## src/rtl/hdx_pkg.sv

```systemverilog
package hdx_pkg;

  typedef enum logic [2:0] {
    ST_IDLE    = 3'd0,
    ST_IFG1    = 3'd1,
    ST_IFG2    = 3'd2,
    ST_GRANT   = 3'd3,
    ST_BACKOFF = 3'd4,
    ST_ABORT   = 3'd5
  } acc_state_t;

endpackage

```

## src/rtl/hdx_lfsr.sv

```systemverilog
// Free-running Fibonacci shift register used as the backoff random source.
module hdx_lfsr #(
  parameter int           W    = 10,
  parameter logic [W-1:0] TAPS = 10'h240,
  parameter logic [W-1:0] SEED = 10'h001
) (
  input  logic         clk,
  input  logic         rst,
  output logic [W-1:0] value
);

  logic [W-1:0] sr_q;
  logic         fb;

  always_comb fb = ^(sr_q & TAPS);

  always_ff @(posedge clk) begin
    if (rst) sr_q <= SEED;
    else     sr_q <= {sr_q[W-2:0], fb};
  end

  assign value = sr_q;

endmodule

```

## src/rtl/hdx_gap_timer.sv

```systemverilog
// Two-phase gap counter. Phase A restarts on carrier; phase B ignores it.
module hdx_gap_timer #(
  parameter int GAP_A_BITS = 64,
  parameter int GAP_B_BITS = 32
) (
  input  logic clk,
  input  logic rst,
  input  logic bit_tick,
  input  logic crs,
  input  logic run_a,
  input  logic run_b,
  output logic end_a,
  output logic end_b
);

  localparam int GAP_MAX = (GAP_A_BITS > GAP_B_BITS) ? GAP_A_BITS : GAP_B_BITS;
  localparam int GAP_W   = (GAP_MAX > 1) ? $clog2(GAP_MAX) : 1;
  localparam logic [GAP_W-1:0] LAST_A = GAP_W'(GAP_A_BITS - 1);
  localparam logic [GAP_W-1:0] LAST_B = GAP_W'(GAP_B_BITS - 1);

  logic [GAP_W-1:0] cnt_q;

  always_comb begin
    end_a = run_a && bit_tick && !crs && (cnt_q == LAST_A);
    end_b = run_b && bit_tick && (cnt_q == LAST_B);
  end

  always_ff @(posedge clk) begin
    if (rst) begin
      cnt_q <= '0;
    end else if (!(run_a || run_b)) begin
      cnt_q <= '0;
    end else if (run_a && crs) begin
      cnt_q <= '0;
    end else if (bit_tick) begin
      if (end_a || end_b) cnt_q <= '0;
      else                cnt_q <= cnt_q + GAP_W'(1);
    end
  end

endmodule

```

## src/rtl/hdx_backoff.sv

```systemverilog
// Loads a masked random slot count and counts it down in slot times.
module hdx_backoff #(
  parameter int RND_W     = 10,
  parameter int EXP_W     = 4,
  parameter int SLOT_BITS = 512
) (
  input  logic             clk,
  input  logic             rst,
  input  logic             bit_tick,
  input  logic             load,
  input  logic [RND_W-1:0] rnd,
  input  logic [EXP_W-1:0] exp_k,
  input  logic             run,
  output logic             expired,
  output logic [RND_W-1:0] slots_left
);

  localparam int SLOT_W = (SLOT_BITS > 1) ? $clog2(SLOT_BITS) : 1;
  localparam logic [SLOT_W-1:0] SLOT_LAST = SLOT_W'(SLOT_BITS - 1);

  logic [RND_W-1:0]  mask;
  logic [RND_W-1:0]  slots_q;
  logic [SLOT_W-1:0] tick_q;

  always_comb begin
    for (int i = 0; i < RND_W; i++) begin
      mask[i] = (i < int'(exp_k));
    end
  end

  always_comb expired = run && (slots_q == '0);

  always_ff @(posedge clk) begin
    if (rst) begin
      slots_q <= '0;
      tick_q  <= '0;
    end else if (load) begin
      slots_q <= rnd & mask;
      tick_q  <= '0;
    end else if (run && (slots_q != '0)) begin
      if (bit_tick) begin
        if (tick_q == SLOT_LAST) begin
          tick_q  <= '0;
          slots_q <= slots_q - RND_W'(1);
        end else begin
          tick_q <= tick_q + SLOT_W'(1);
        end
      end
    end else begin
      tick_q <= '0;
    end
  end

  assign slots_left = slots_q;

endmodule

```

## src/rtl/hdx_access_ctrl.sv

```systemverilog
module hdx_access_ctrl
  import hdx_pkg::*;
#(
  parameter int GAP_A_BITS    = 64,
  parameter int GAP_B_BITS    = 32,
  parameter int SLOT_BITS     = 512,
  parameter int MAX_EXP       = 10,
  parameter int ATTEMPT_LIMIT = 16,
  parameter int ATT_W         = $clog2(ATTEMPT_LIMIT + 1)
) (
  input  logic             clk,
  input  logic             rst,
  input  logic             bit_tick,
  input  logic             crs,
  input  logic             tx_req,
  input  logic             jam_done,
  input  logic             tx_ok,
  output logic             tx_grant,
  output logic             xs_abort,
  output logic [ATT_W-1:0] attempt_cnt
);

  localparam int EXP_W = $clog2(MAX_EXP + 1);
  localparam logic [ATT_W-1:0] LAST_TRY = ATT_W'(ATTEMPT_LIMIT - 1);

  acc_state_t       state;
  logic             gap_end_a, gap_end_b;
  logic             bo_load, bo_expired;
  logic [MAX_EXP-1:0] rnd, bo_slots;
  logic [ATT_W-1:0] n_next;
  logic [EXP_W-1:0] bo_k;

  hdx_lfsr #(
    .W    (MAX_EXP),
    .TAPS (MAX_EXP'(10'h240)),
    .SEED (MAX_EXP'(1))
  ) u_rng (
    .clk   (clk),
    .rst   (rst),
    .value (rnd)
  );

  hdx_gap_timer #(
    .GAP_A_BITS (GAP_A_BITS),
    .GAP_B_BITS (GAP_B_BITS)
  ) u_gap (
    .clk      (clk),
    .rst      (rst),
    .bit_tick (bit_tick),
    .crs      (crs),
    .run_a    (state == ST_IFG1),
    .run_b    (state == ST_IFG2),
    .end_a    (gap_end_a),
    .end_b    (gap_end_b)
  );

  always_comb begin
    n_next  = attempt_cnt + ATT_W'(1);
    if (int'(n_next) >= MAX_EXP) bo_k = EXP_W'(MAX_EXP);
    else                         bo_k = EXP_W'(n_next);
    bo_load = (state == ST_GRANT) && jam_done && !tx_ok && (attempt_cnt != LAST_TRY);
  end

  hdx_backoff #(
    .RND_W     (MAX_EXP),
    .EXP_W     (EXP_W),
    .SLOT_BITS (SLOT_BITS)
  ) u_bo (
    .clk        (clk),
    .rst        (rst),
    .bit_tick   (bit_tick),
    .load       (bo_load),
    .rnd        (rnd),
    .exp_k      (bo_k),
    .run        (state == ST_BACKOFF),
    .expired    (bo_expired),
    .slots_left (bo_slots)
  );

  always_ff @(posedge clk) begin
    if (rst) begin
      state       <= ST_IDLE;
      tx_grant    <= 1'b0;
      xs_abort    <= 1'b0;
      attempt_cnt <= '0;
    end else begin
      tx_grant <= 1'b0;
      xs_abort <= 1'b0;
      unique case (state)
        ST_IDLE: begin
          if (tx_req) state <= ST_IFG1;
        end
        ST_IFG1: begin
          if (gap_end_a) state <= ST_IFG2;
        end
        ST_IFG2: begin
          if (gap_end_b) begin
            state    <= ST_GRANT;
            tx_grant <= 1'b1;
          end
        end
        ST_GRANT: begin
          if (tx_ok) begin
            attempt_cnt <= '0;
            state       <= ST_IDLE;
          end else if (jam_done) begin
            if (attempt_cnt == LAST_TRY) begin
              attempt_cnt <= '0;
              xs_abort    <= 1'b1;
              state       <= ST_ABORT;
            end else begin
              attempt_cnt <= n_next;
              state       <= ST_BACKOFF;
            end
          end
        end
        ST_BACKOFF: begin
          if (bo_expired) state <= ST_IFG1;
        end
        ST_ABORT: begin
          state <= ST_IDLE;
        end
        default: state <= ST_IDLE;
      endcase
    end
  end

endmodule

```

## config.mk

```make
export PLATFORM = sky130hd
export DESIGN_NAME = hdx_access_ctrl
export DESIGN_NICKNAME = d
export VERILOG_FILES = /design/src/rtl/hdx_pkg.sv /design/src/rtl/hdx_lfsr.sv /design/src/rtl/hdx_gap_timer.sv /design/src/rtl/hdx_backoff.sv /design/src/rtl/hdx_access_ctrl.sv
export SDC_FILE = /design/constraint.sdc
export NUM_CORES = 1
export LEC_CHECK = 0
export BUFFER_PORTS_ARGS = -buffer_cell sky130_fd_sc_hd__buf_2
export CAP_MARGIN = 20
export CORE_MARGIN = 2
export CORE_UTILIZATION = 35
export CTS_CLUSTER_SIZE = 30
export DETAILED_ROUTE_END_ITERATION = 16
export GPL_TIMING_DRIVEN = 0
export HOLD_SLACK_MARGIN = 0.1
export PLACE_DENSITY_LB_ADDON = 0.2
export SLEW_MARGIN = 20
export SYNTH_ARGS = -nofsm -noshare
export SYNTH_HDL_FRONTEND = slang
export SYNTH_SLANG_ARGS = --single-unit
```

## constraint.sdc

```tcl
create_clock -name clk -period 1.8 [get_ports clk]
set_input_delay 0.09 -clock clk [delete_from_list [all_inputs] [get_ports clk]]
set_output_delay 0.09 -clock clk [all_outputs]
set_load 0.01 [all_outputs]
```

Yosys cells after proc, flatten, opt, wreduce, memory -nomap -nowiden. Cells that the tools add are included.

Flip-flop bits (word level): 45. Bits in latches: 0. Memory bits (writable): 0. ROM bits: 0. Bits of input ports: 7. Output and inout bits: 7. Word-level logic and storage cells: 93. Memories kept: 0.

Add/subtract/negate cells: 4. Multiply operators: 0. Divide/modulo/power cells: 0. $lt $le $gt $ge: 11. Eq/ne operators: 14. Shifts and indexed selects: 0. Mux-type cells: 20. Bitwise gates (word level): 6. Reductions and logical operators: 30.

Operator list (number): $mux W10 (4); $mux W3 (6); $lt A3 B4 Y1 const A (4); $mux W5 (3); $pmux W3 S5 (1); $logic_and A1 B1 Y1 (11); $and A10 B10 Y10 (1); $logic_not A10 Y1 (1); $reduce_bool A10 Y1 (1); $reduce_xor A10 Y1 (1); $sub A10 B1 Y10 const B (1); $add A9 B1 Y9 const B (1); $eq A9 B9 Y1 const B (1); $mux W9 (1); $lt A1 B4 Y1 const A (2); $lt A2 B4 Y1 const A (2); $lt A4 B4 Y1 const A (2); $ne A2 B2 Y1 const B (4); $reduce_bool A2 Y1 (4); $add A6 B1 Y6 const B (1); $eq A3 B2 Y1 const B (2); $eq A6 B5 Y1 const B (1); $eq A6 B6 Y1 const B (1); $mux W6 (1); 19 further kinds (28).

Logic depth before layout (Yosys ltp). Gate-level depths: netlist of run 1.

Word-level depth: 6. Gate-level depth with buffers: 9. Mapped depth without buffers: 8.

By module. A second synthesis of run 1 with hierarchy kept.

Cells, all modules: 268. Area, all modules: 2407.3 µm².

Modules (own cells, without submodules): hdx_backoff (instances 1, cells an instance 134, area each 1124.8 µm², seq. area each 380.4 µm²); hdx_access_ctrl (instances 1, cells an instance 75, area each 674.4 µm², seq. area each 200.2 µm²); hdx_gap_timer (instances 1, cells an instance 38, area each 336.6 µm², seq. area each 120.1 µm²); hdx_lfsr (instances 1, cells an instance 21, area each 271.5 µm², seq. area each 200.2 µm²).

Worst setup path before layout of run 1. OpenSTA, ideal clock, no wires.

Path type: flip-flop to flip-flop. Start point: reg attempt_cnt[1]. End point: reg u_bo.slots_q[4], in the netlist u_bo.slots_left[4]. Data arrival time: 1983 ps. Required time: 1714 ps. Slack: -269 ps. Cell stages (with the launch flop): 9. Period minus slack after synthesis: 2069 ps. Cell sequence: dfxtp_1 > ha_1 > nand3_1 > inv_1 > ha_1 > and3_1 > a31oi_1 > o311ai_0 > a211oi_1.

Cells in the longest elaborated chain, start to end: 6.

RTL lines: from (decl) (RTL line hdx_access_ctrl.sv:20) `output logic [ATT_W-1:0] attempt_cnt`; from (signal assigned) (RTL line hdx_access_ctrl.sv:112) `attempt_cnt <= n_next;`; $add A5 B1 Y5 (RTL line hdx_access_ctrl.sv:58) `n_next = attempt_cnt + ATT_W'(1);`; $ge A5 B4 Y1 (RTL line hdx_access_ctrl.sv:59) `if (int'(n_next) >= MAX_EXP) bo_k = EXP_W'(MAX_EXP);`; $mux W4 (RTL line hdx_access_ctrl.sv:59); $lt A3 B4 Y1 (RTL line hdx_backoff.sv:27) `mask[i] = (i < int'(exp_k));`; $and A10 B10 Y10 (RTL line hdx_backoff.sv:38) `slots_q <= rnd & mask;`; $mux W10 (RTL line hdx_backoff.sv:37) `end else if (load) begin`; to (signal assigned) (RTL line hdx_backoff.sv:38); to (signal assigned) (RTL line hdx_backoff.sv:44) `slots_q <= slots_q - RND_W'(1);`; to (decl) (RTL line hdx_backoff.sv:22) `logic [RND_W-1:0] slots_q;`.

Several ways; a longest one is shown, not always the timed one. A chain may end at the register's enable or synchronous reset.

Worst setup path in the final report of run 1.
Start point: reg u_bo.tick_q[0]. End point: reg u_bo.slots_q[1], in the netlist u_bo.slots_left[1].

Cells in the longest elaborated chain, start to end: 3.

RTL lines: from (decl) (RTL line hdx_backoff.sv:23) `logic [SLOT_W-1:0] tick_q;`; from (signal assigned) (RTL line hdx_backoff.sv:46) `tick_q <= tick_q + SLOT_W'(1);`; $eq A9 B9 Y1 (RTL line hdx_backoff.sv:42) `if (tick_q == SLOT_LAST) begin`; $reduce_bool A2 Y1 (no source line); $reduce_and A3 Y1 (no source line).

Every way passes these cells.

==> results_dict.tcl, run 1 <==
set metrics [dict create \
    grtUsageTotal 0.1643 \
    p_sw_frac 0.2416 \
    leakagePower_uw 0.001109 \
    critPathKind "reg2reg" \
    dp_cells 359 \
    clock_latency_ns 0.30 \
    total_power_uw 1808 \
    skew_ns 0.004054 \
    cts_sinks 45 \
    die_h_um 86.44 \
    wirelength_mm 5.878 \
    n_antenna_cell 0 \
    setup_slack_ns -0.08001 \
    synth_edf_count 0 \
    rsz0062_at_grt "yes" \
    syn_inst 267 \
    clock_path_buffers 2 \
    synth_flop_cell "dfxtp_1" \
    fmax_ghz 0.5319 \
    hold_path.class "in2reg" \
    async_flop_share 0 \
    grt_first_pass_wirelength_mm 9.618 \
    syn_area_per_cell_sq_um 8.908 \
    crit_path_end_kind "register" \
    tightest_slew_ns 0.6396 \
    cts_root_buf "clkbuf_8" \
    cp_data_arrival_time_ns 2.07 \
    synth-seq-cells 45 \
    violations "negative setup slack" \
    core_sq_um 6681 \
    layout_common_cells "dfxtp_1, nor2_1, buf_4" \
    ys_seq_area_frac 0.3787 \
    relSlewSlack 0.5736 \
    initial_utilization 0.3560 \
    fillers 643 \
    power_frac_comb 0.078 \
    via_per_inst 5.572 \
    die_w_um 86.44 \
    cts_tree "yes" \
    irDropWorstVdd_v 0.0002564 \
    hold_viol_final 0 \
    area_growth_pct 27.88 \
    grt_overflow 0 \
    drv_slew 0 \
    critical_path_required_ns 1.99 \
    yosysWarnings 0 \
    numCtsBuffers 5 \
    io_buffers 12 \
    layout_commonest_cell "dfxtp_1" \
    postCtsHoldBufs 0 \
    clkPwrFrac 0.357 \
    pin_count 14 \
    routed-via-count 2134 \
    place_hpwl_mm 3.925 \
    finalNonFillerCells 383 \
    fin_crit_ns 1.880 \
    p_per_area_nw_per_um2 594.3 \
    die_area_sq_um 7471 \
    syn_nets 282 \
    gp_congestion 0.8164 \
    max-cap-violations 0 \
    worst-path-max-fanout 3 \
    netSwitchingPower_uw 436.7 \
    drt-initial-drc-count 115 \
    syn_area_sq_um 2379 \
    firstDrtPassIters 4 \
    grt_pass1_vias 1969 \
    setup_viol 8 \
    h-tree-depth 2 \
    worstSetupStartpointType "register" \
    fin_crit_sh 1.044 \
    status "finished, violations left" \
    drive_above_1_share 0.2805 \
    routedWlPerCell_um 15.35 \
    internal-power_uw 1371 \
    ant_nets 0 \
    route.detailed.drc 0 \
    clkTransAtPathRegs_ns 0.08 \
    seqPwrFrac 0.565 \
    grt_max_degree 13 \
    antenna_found_initial 0 \
    rows 30 \
    nets 318 \
    ys_types 57 \
    fin_tns_setup_ns -0.3656 \
]
-- power by group through the flow --
stage / Combinational, uW / Sequential, uW / Clock, uW
2_1_floorplan: 100 / 1040 / 0
3_3_place_gp: 134 / 1050 / 0
3_5_place_dp: 134 / 1050 / 0
4_1_cts: 139 / 1020 / 665
5_1_grt: 159 / 1020 / 720
6_report: 142 / 1020 / 645
-- cells in the mapped netlist, types with 4 or more instances --
cell type / instances / area share
nor2_1: 26 / 0.041
nand3_1: 9 / 0.019
ha_1: 8 / 0.042
inv_1: 9 / 0.014
nor3b_1: 4 / 0.013
nor3_1: 7 / 0.015
o31ai_1: 4 / 0.013
xor2_1: 7 / 0.026
dfxtp_1: 45 / 0.38
clkbuf_1: 10 / 0.016
nand4_1: 10 / 0.026
nand3b_1: 6 / 0.019
nand2_1: 17 / 0.027
mux2i_1: 4 / 0.017
a21oi_1: 9 / 0.019
xnor2_1: 8 / 0.029
o21ai_0: 7 / 0.015
a31oi_1: 4 / 0.011
nor2b_1: 13 / 0.034
-- worst paths after layout --
check	start	end	slack (ns)	depth (start not counted)
min	jam_done	attempt_cnt[0]	0.15	3
min reg2reg	u_rng.value[8]	u_rng.value[9]	0.47	1
max reg2reg	u_bo.tick_q[0]	u_bo.slots_left[1]	-0.08	10
max	u_bo.tick_q[0]	u_bo.slots_left[1]	-0.08	10
-- stage by stage --
stage               setup slack [ns]  hold WS (ns)    util  instance area [sq um]
floorplan                   -0.04221        0.2472       -                   2426
global placement             -0.5103        0.4571  0.3871                   2586
detailed placement           -0.4977        0.4587  0.3871                   2586
CTS                          -0.1290        0.1421  0.4309                   2879
global route                 -0.1723        0.1448  0.4552                   3042
finish                      -0.08001        0.1451  0.4552                   3042
-- kinds of logic (layout without fill, tap and decap cells) --
kind of cell | count (synthesis) | count (layout) | synth area share
multiplexers | 5 | 5 | 0.02157
flip-flops | 45 | 45 | 0.3787
adder cells (fa/ha/maj) | 8 | 8 | 0.04208
XOR/XNOR | 15 | 15 | 0.05524
buffers and inverters | 20 | 56 | 0.03314
AND/OR/NAND/NOR | 117 | 117 | 0.2835
AO/OA/AOI/OAI | 57 | 57 | 0.1857
-- flip-flops by register name, indices dropped and copies added, names as in the netlist --
register         cells
u_bo.tick_q          9
state                3
xs_abort             1
attempt_cnt          5
u_gap.cnt_q          6
u_rng.value         10
tx_grant             1
u_bo.slots_left     10
-- routing by layer --
| layer | global-route usage | part of all wire |
|---|---|---|
| met5 | 0 | 0 |
| met4 | 0.06960 | 0.018 |
| met3 | 0.02952 | 0.035 |
| met2 | 0.2538 | 0.45 |
| met1 | 0.2254 | 0.50 |
-- what timing repair did --
item,CTS,global route
resized for setup,30,26
pin swaps,11,15
buffers inserted,10,7
setup endpoints to repair,22,19
-- area by class of cell --
class / count / area [sq um] / area share
inverters: 9 / 36.28 / 0.01193
clock buffers: 7 / 86.33 / 0.02838
repair buffers: 29 / 191.4 / 0.06294
plain buffers: 11 / 66.31 / 0.02180
flip-flops and latches: 45 / 918.4 / 0.3019
well taps: 80 / 100.1 / 0.03291
multi-input cells: 202 / 1643 / 0.5401
-- critical path, cell delays in order, from the launching register on --
cell and delay (ns):
dfxtp_2 0.37, ha_4 0.16, nand3_4 0.08, nor2_4 0.11, ha_4 0.16, nand2_4 0.05
buf_6 0.12, a311oi_4 0.31, buf_4 0.19, nand2_2 0.04, a31o_1 0.19
(Power assumes the default switching activity.)
==> run 2: changes to the inputs <==
- CORE_UTILIZATION: 35 -> 54
==> run 2 against run 1 <==
The flow still finishes with violations (negative setup slack). Maximum frequency increased by 0.27%. First-iteration DRC count increased by 140%. Via count increased by 2.2%. Sequential share of layout area increased by 0.081 points. Critical path depth unchanged. Power increased by 11%. Worst hold slack got worse by 0.0044 ns. Final cell count decreased by 6.3%. Design area increased by 0.41%. Register-to-register slack about the same. Largest power group unchanged. Die area decreased by 34%.
==> results_dict.tcl, run 2 (synthesis results as in run 1) <==
set metrics [dict create \
    path_buf_inv 2 \
    power_frac_comb 0.069 \
    holdPathStages 3 \
    drv_slew 0 \
    fin_tns_setup_ns -0.1955 \
    skew_ns 0.007927 \
    io_buffers 12 \
    die_w_um 70.37 \
    critical_path_required_ns 1.99 \
    status "finished, violations left" \
    via_per_inst 6.078 \
    worst-path-max-fanout 5 \
    worstSetupStartpointType "register" \
    initial_utilization 0.5539 \
    grt_pass1_vias 2078 \
    wirelength_mm 5.975 \
    clock_latency_ns 0.30 \
    setup_viol 5 \
    path_cells "ha_4 -> nand3_2 -> nor2_4 -> ha_4 -> nand2_4 -> buf_6 -> a311oi_4 -> buf_4 -> xnor2_2 -> a211oi_2" \
    fin_hold_ws_ns 0.1406 \
    tightest_slew_ns 0.5942 \
    seqPwrFrac 0.507 \
    p_per_area_nw_per_um2 658.8 \
    grt_max_degree 15 \
    hold_viol_final 0 \
    regToRegSetupSlack_ns -0.07 \
    layout_common_cells "dfxtp_1, nor2_1, buf_4" \
    ant_nets 0 \
    drt-initial-drc-count 275 \
    min_to "state[1]" \
    area_growth_pct 28.41 \
    max-cap-violations 0 \
    timing.rr.end "u_bo.slots_left[0]" \
    hold_path.class "in2reg" \
    crit_path_frequent_cell "ha_4" \
    setup_slack_ns -0.07497 \
    slowest_stage "dfxtp_4" \
    finalNonFillerCells 359 \
    drive_above_1_share 0.2997 \
    clkPwrFrac 0.424 \
    internal-power_uw 1559 \
    gp_congestion 0.8336 \
    netSwitchingPower_uw 453.2 \
    max_stage_delay_ns 0.37 \
    antenna_found_initial 0 \
    total_power_uw 2012 \
    postCtsHoldBufs 0 \
    critPathKind "reg2reg" \
    nets 321 \
    fmax_ghz 0.5333 \
    hp-start "tx_ok" \
    h-tree-depth 2 \
    cts_root_buf "clkbuf_8" \
    die_h_um 70.37 \
    grt_overflow 0 \
    route.detailed.drc 0 \
    numCtsBuffers 5 \
    timing.rr.start "u_bo.tick_q[0]" \
    crit_path_end_kind "register" \
    fin_crit_ns 1.875 \
    grt_first_pass_wirelength_mm 9.853 \
    critPathTopFamily "compound AO/OA/AOI/OAI gates" \
    fin_crit_sh 1.042 \
    fillers 324 \
    firstDrtPassIters 4 \
    reg2regPathDepth 10 \
    cts_sinks 45 \
    relSlewSlack 0.6038 \
    core_sq_um 4294 \
    dp_cells 331 \
    pin_count 14 \
    routedWlPerCell_um 16.64 \
    cts_tree "yes" \
    postLayoutCellArea_sq_um 3054 \
    n_antenna_cell 0 \
    layout_commonest_cell "dfxtp_1" \
    dpl-instance-area_sq_um 2551 \
    clock_path_buffers 2 \
    violations "negative setup slack" \
    p_sw_frac 0.2252 \
    grtUsageTotal 0.2486 \
    rows 24 \
    place_hpwl_mm 3.811 \
    rsz0062_at_grt "yes" \
    clkTransAtPathRegs_ns 0.08 \
    cp_data_arrival_time_ns 2.06 \
    leakagePower_uw 0.001146 \
    routed-via-count 2182 \
    die_area_sq_um 4951 \
    irDropWorstVdd_v 0.0005955 \
]
[run 2: cell count changes in the layout (fill, tap and decap cells not counted), sizes merged]
cell    change
buf         +3
bufinv      +1
clkbuf      -1
clkinv      +1
[run 2: power groups by stage]
stage | registers [uW] | clock network, uW | logic (uW)
finish | 1020 | 853 | 140
global route | 1020 | 905 | 158
CTS | 1020 | 866 | 137
detailed placement | 1050 | 0 | 133
global placement | 1050 | 0 | 131
floorplan | 1040 | 0 | 100
[run 2: layout make-up]
cell class,count,area [sq um],area share
Clock buffer,6,93.84,0.03073
Sequential cell,45,924.6,0.3027
Timing Repair Buffer,32,214.0,0.07005
Clock inverter,2,35.03,0.01147
Inverter,9,33.78,0.01106
Tap cell,52,65.06,0.02130
Multi-Input combinational cell,202,1615,0.5289
Buffer,11,72.57,0.02376
[run 2: worst max-delay path by stage]
stage                         startpoint                 end  slack, ns  cells past startpoint
after detailed placement  attempt_cnt[1]      u_bo.tick_q[7]      -0.42                      8
after CTS                 u_bo.tick_q[1]  u_bo.slots_left[7]      -0.14                      8
after global routing      u_bo.tick_q[4]  u_bo.slots_left[0]      -0.17                      9
after global placement    attempt_cnt[1]      u_bo.tick_q[6]      -0.43                      8
final                     u_bo.tick_q[0]  u_bo.slots_left[0]      -0.07                     10
after floorplan           attempt_cnt[1]  u_bo.slots_left[4]      -0.04                      8
[run 2: through the flow]
stage / worst slack [ns] / utilization
CTS: -0.1447 / 0.6748
detailed placement: -0.4232 / 0.5941
global placement: -0.4271 / 0.5941
finish: -0.07497 / 0.7112
floorplan: -0.04221 / -
global route: -0.1665 / 0.7112
[run 2: metal layers]
layer | GRT usage | wire length [um]
met5 | 0 | 0
met4 | 0.08974 | 80
met3 | 0.04906 | 247
met2 | 0.3889 | 2873
met1 | 0.3396 | 2773
[run 2: worst register-to-register path: cells and delay by family (launching register included)]
| kind | cells | cell delay, ns |
|---|---|---|
| AO/OA/AOI/OAI | 2 | 0.41 |
| flip-flops | 1 | 0.37 |
| buffers and inverters | 2 | 0.31 |
| adder cells (fa/ha/maj) | 2 | 0.30 |
| AND/OR/NAND/NOR | 3 | 0.26 |
| XOR/XNOR | 1 | 0.11 |
[run 2: what timing repair did]
item                       4_1_cts  5_1_grt
setup buffers                   12        8
pin swaps                       16       16
setup endpoints to repair       22       22
resized for setup               27       30
==> run 3: changes to the inputs <==
- PLACE_DENSITY_LB_ADDON: 0.2 -> 0.15
==> run 3 against run 2 <==
Design area fell by 4.1%. Maximum frequency fell by 1.5%. Sequential cell count did not move. Clock-buffer cell count rose by 2. Worst hold slack improved by 0.014 ns. Clock power fell by 30%. Register-to-register slack got worse by 0.03 ns. Critical path depth fell by 5. The flow still finishes with violations (negative setup slack). Via count fell by 0.96%. Critical endpoint is now u_bo.slots_left[9].
==> results_dict.tcl, run 3 (synthesis results as in run 1) <==
set metrics [dict create \
    grt_overflow 0 \
    rsz0062_at_grt "yes" \
    postLayoutCellArea_sq_um 2929 \
    relSlewSlack 0.6221 \
    drive_above_1_share 0.2642 \
    max-cap-violations 0 \
    setup_slack_ns -0.1045 \
    critPathTopFamily "compound AO/OA/AOI/OAI gates" \
    clock_path_buffers 2 \
    violations "negative setup slack" \
    critPathKind "reg2reg" \
    crit_path_end_kind "register" \
    wl_met3_um 258 \
    drt-initial-drc-count 151 \
    critical_path_required_ns 1.98 \
    wl_met2_mm 2.720 \
    die_h_um 70.37 \
    grtUsageTotal 0.2381 \
    cts_tree "yes" \
    tightest_slew_ns 0.5627 \
    max_stage_delay_ns 0.44 \
    clkTransAtPathRegs_ns 0.08 \
    postCtsHoldBufs 0 \
    n_antenna_cell 0 \
    p_per_area_nw_per_um2 600.5 \
    slowest_stage "or3b_4" \
    gp_congestion 0.8929 \
    routedWlPerCell_um 16.36 \
    pin_count 14 \
    die_w_um 70.37 \
    hold_path.class "in2reg" \
    finalNonFillerCells 351 \
    irDropWorstVdd_v 0.0005639 \
    grt_max_degree 13 \
    routed.top_layer "met4" \
    worstSetupStartpointType "register" \
    worst-path-max-fanout 10 \
    core_sq_um 4294 \
    pre_cts_slack_ns -0.4135 \
    rows 24 \
    layout_commonest_cell "dfxtp_1" \
    ant_nets 0 \
    place_hpwl_mm 3.761 \
    dp_cells 331 \
    io_buffers 12 \
    antenna_found_initial 0 \
    fin_crit_ns 1.904 \
    cp_data_arrival_time_ns 2.08 \
    h-tree-depth 2 \
    initial_utilization 0.5539 \
    die_area_sq_um 4951 \
    drv_slew 0 \
    path_cells "buf_4 -> or3b_4 -> a311o_1 -> o311ai_2 -> nand3_1" \
    wirelength_mm 5.741 \
    cts_root_buf "clkbuf_8" \
    fin_crit_sh 1.058 \
    cts_sinks 45 \
    nets 313 \
    area_growth_pct 23.15 \
    firstDrtPassIters 4 \
    via_per_inst 6.157 \
    hold_viol_final 0 \
    dpl-instance-area_sq_um 2551 \
    leakagePower_uw 0.001081 \
    grt_first_pass_wirelength_mm 9.446 \
    numCtsBuffers 5 \
    grt_pass1_vias 2047 \
    fmax_ghz 0.5251 \
    path_buf_inv 1 \
    m1WireLength_mm 2.659 \
    layout_common_cells "dfxtp_1, nor2_1, nand2_1" \
    route.detailed.drc 0 \
    clock_latency_ns 0.29 \
    setup_viol 8 \
    skew_ns 0.002401 \
    status "finished, violations left" \
    routed-via-count 2161 \
]
run 3: cell count changes in the layout (fill, tap and decap cells not counted), sizes merged:
| cell | before | now |
|---|---|---|
| buf | 34 | 26 |
| bufinv | 1 | 0 |
| clkbuf | 15 | 17 |
| clkinv | 1 | 0 |
run 3: path summary, 6_finish.rpt:
check,start,endpoint,cells past startpoint,slack [ns]
worst min register to register,u_rng.value[0],u_rng.value[1],1,0.47
worst max register to register,state[2],u_bo.slots_left[9],5,-0.10
worst min-delay path,tx_ok,state[1],3,0.15
worst max-delay path,state[2],u_bo.slots_left[9],5,-0.10
run 3: metrics by stage:
stage	setup TNS, ns	util	hold slack (ns)	total power [uW]
after floorplan	-0.04484	-	0.2472	1142
after global placement	-6.138	0.5941	0.4507	1177
after detailed placement	-5.918	0.5941	0.4571	1179
after CTS	-0.6496	0.6571	0.1389	1777
after global routing	-1.154	0.6821	0.1635	1824
final	-0.4396	0.6821	0.1547	1759
run 3: worst min-delay path: stages:
cell and delay [ns]:
buf_2 0.13, o211a_1 0.14, nor4_1 0.04
run 3: where the power goes:
part / leakage (uW) / internal (uW) / total (uW) / switching, uW
clock network: 0.0000395 / 276 / 599 / 323
registers: 0.000370 / 1000 / 1020 / 16.6
logic: 0.000671 / 60.2 / 141 / 81.0
run 3: what timing repair did:
| item | CTS | global route |
|---|---|---|
| buffers inserted | 10 | 2 |
| pin swaps | 12 | 10 |
| resized for setup | 26 | 26 |
| endpoints found under the setup margin | 22 | 20 |
run 3: layer usage:
layer,track usage,vias to the layer above
met3,0.04618,12
met2,0.3962,56
met4,0.07051,0
met1,0.3125,1034
met5,0,-
li1,-,1059
run 3: cell type report:
cell class / instances / area (sq um)
sequential: 45 / 924.6
buffer: 11 / 56.30
clock buffer: 8 / 80.08
timing repair buffer: 24 / 153.9
fill: 351 / 1365
inverter: 9 / 33.78
tap: 52 / 65.06
multi-input combinational: 202 / 1615
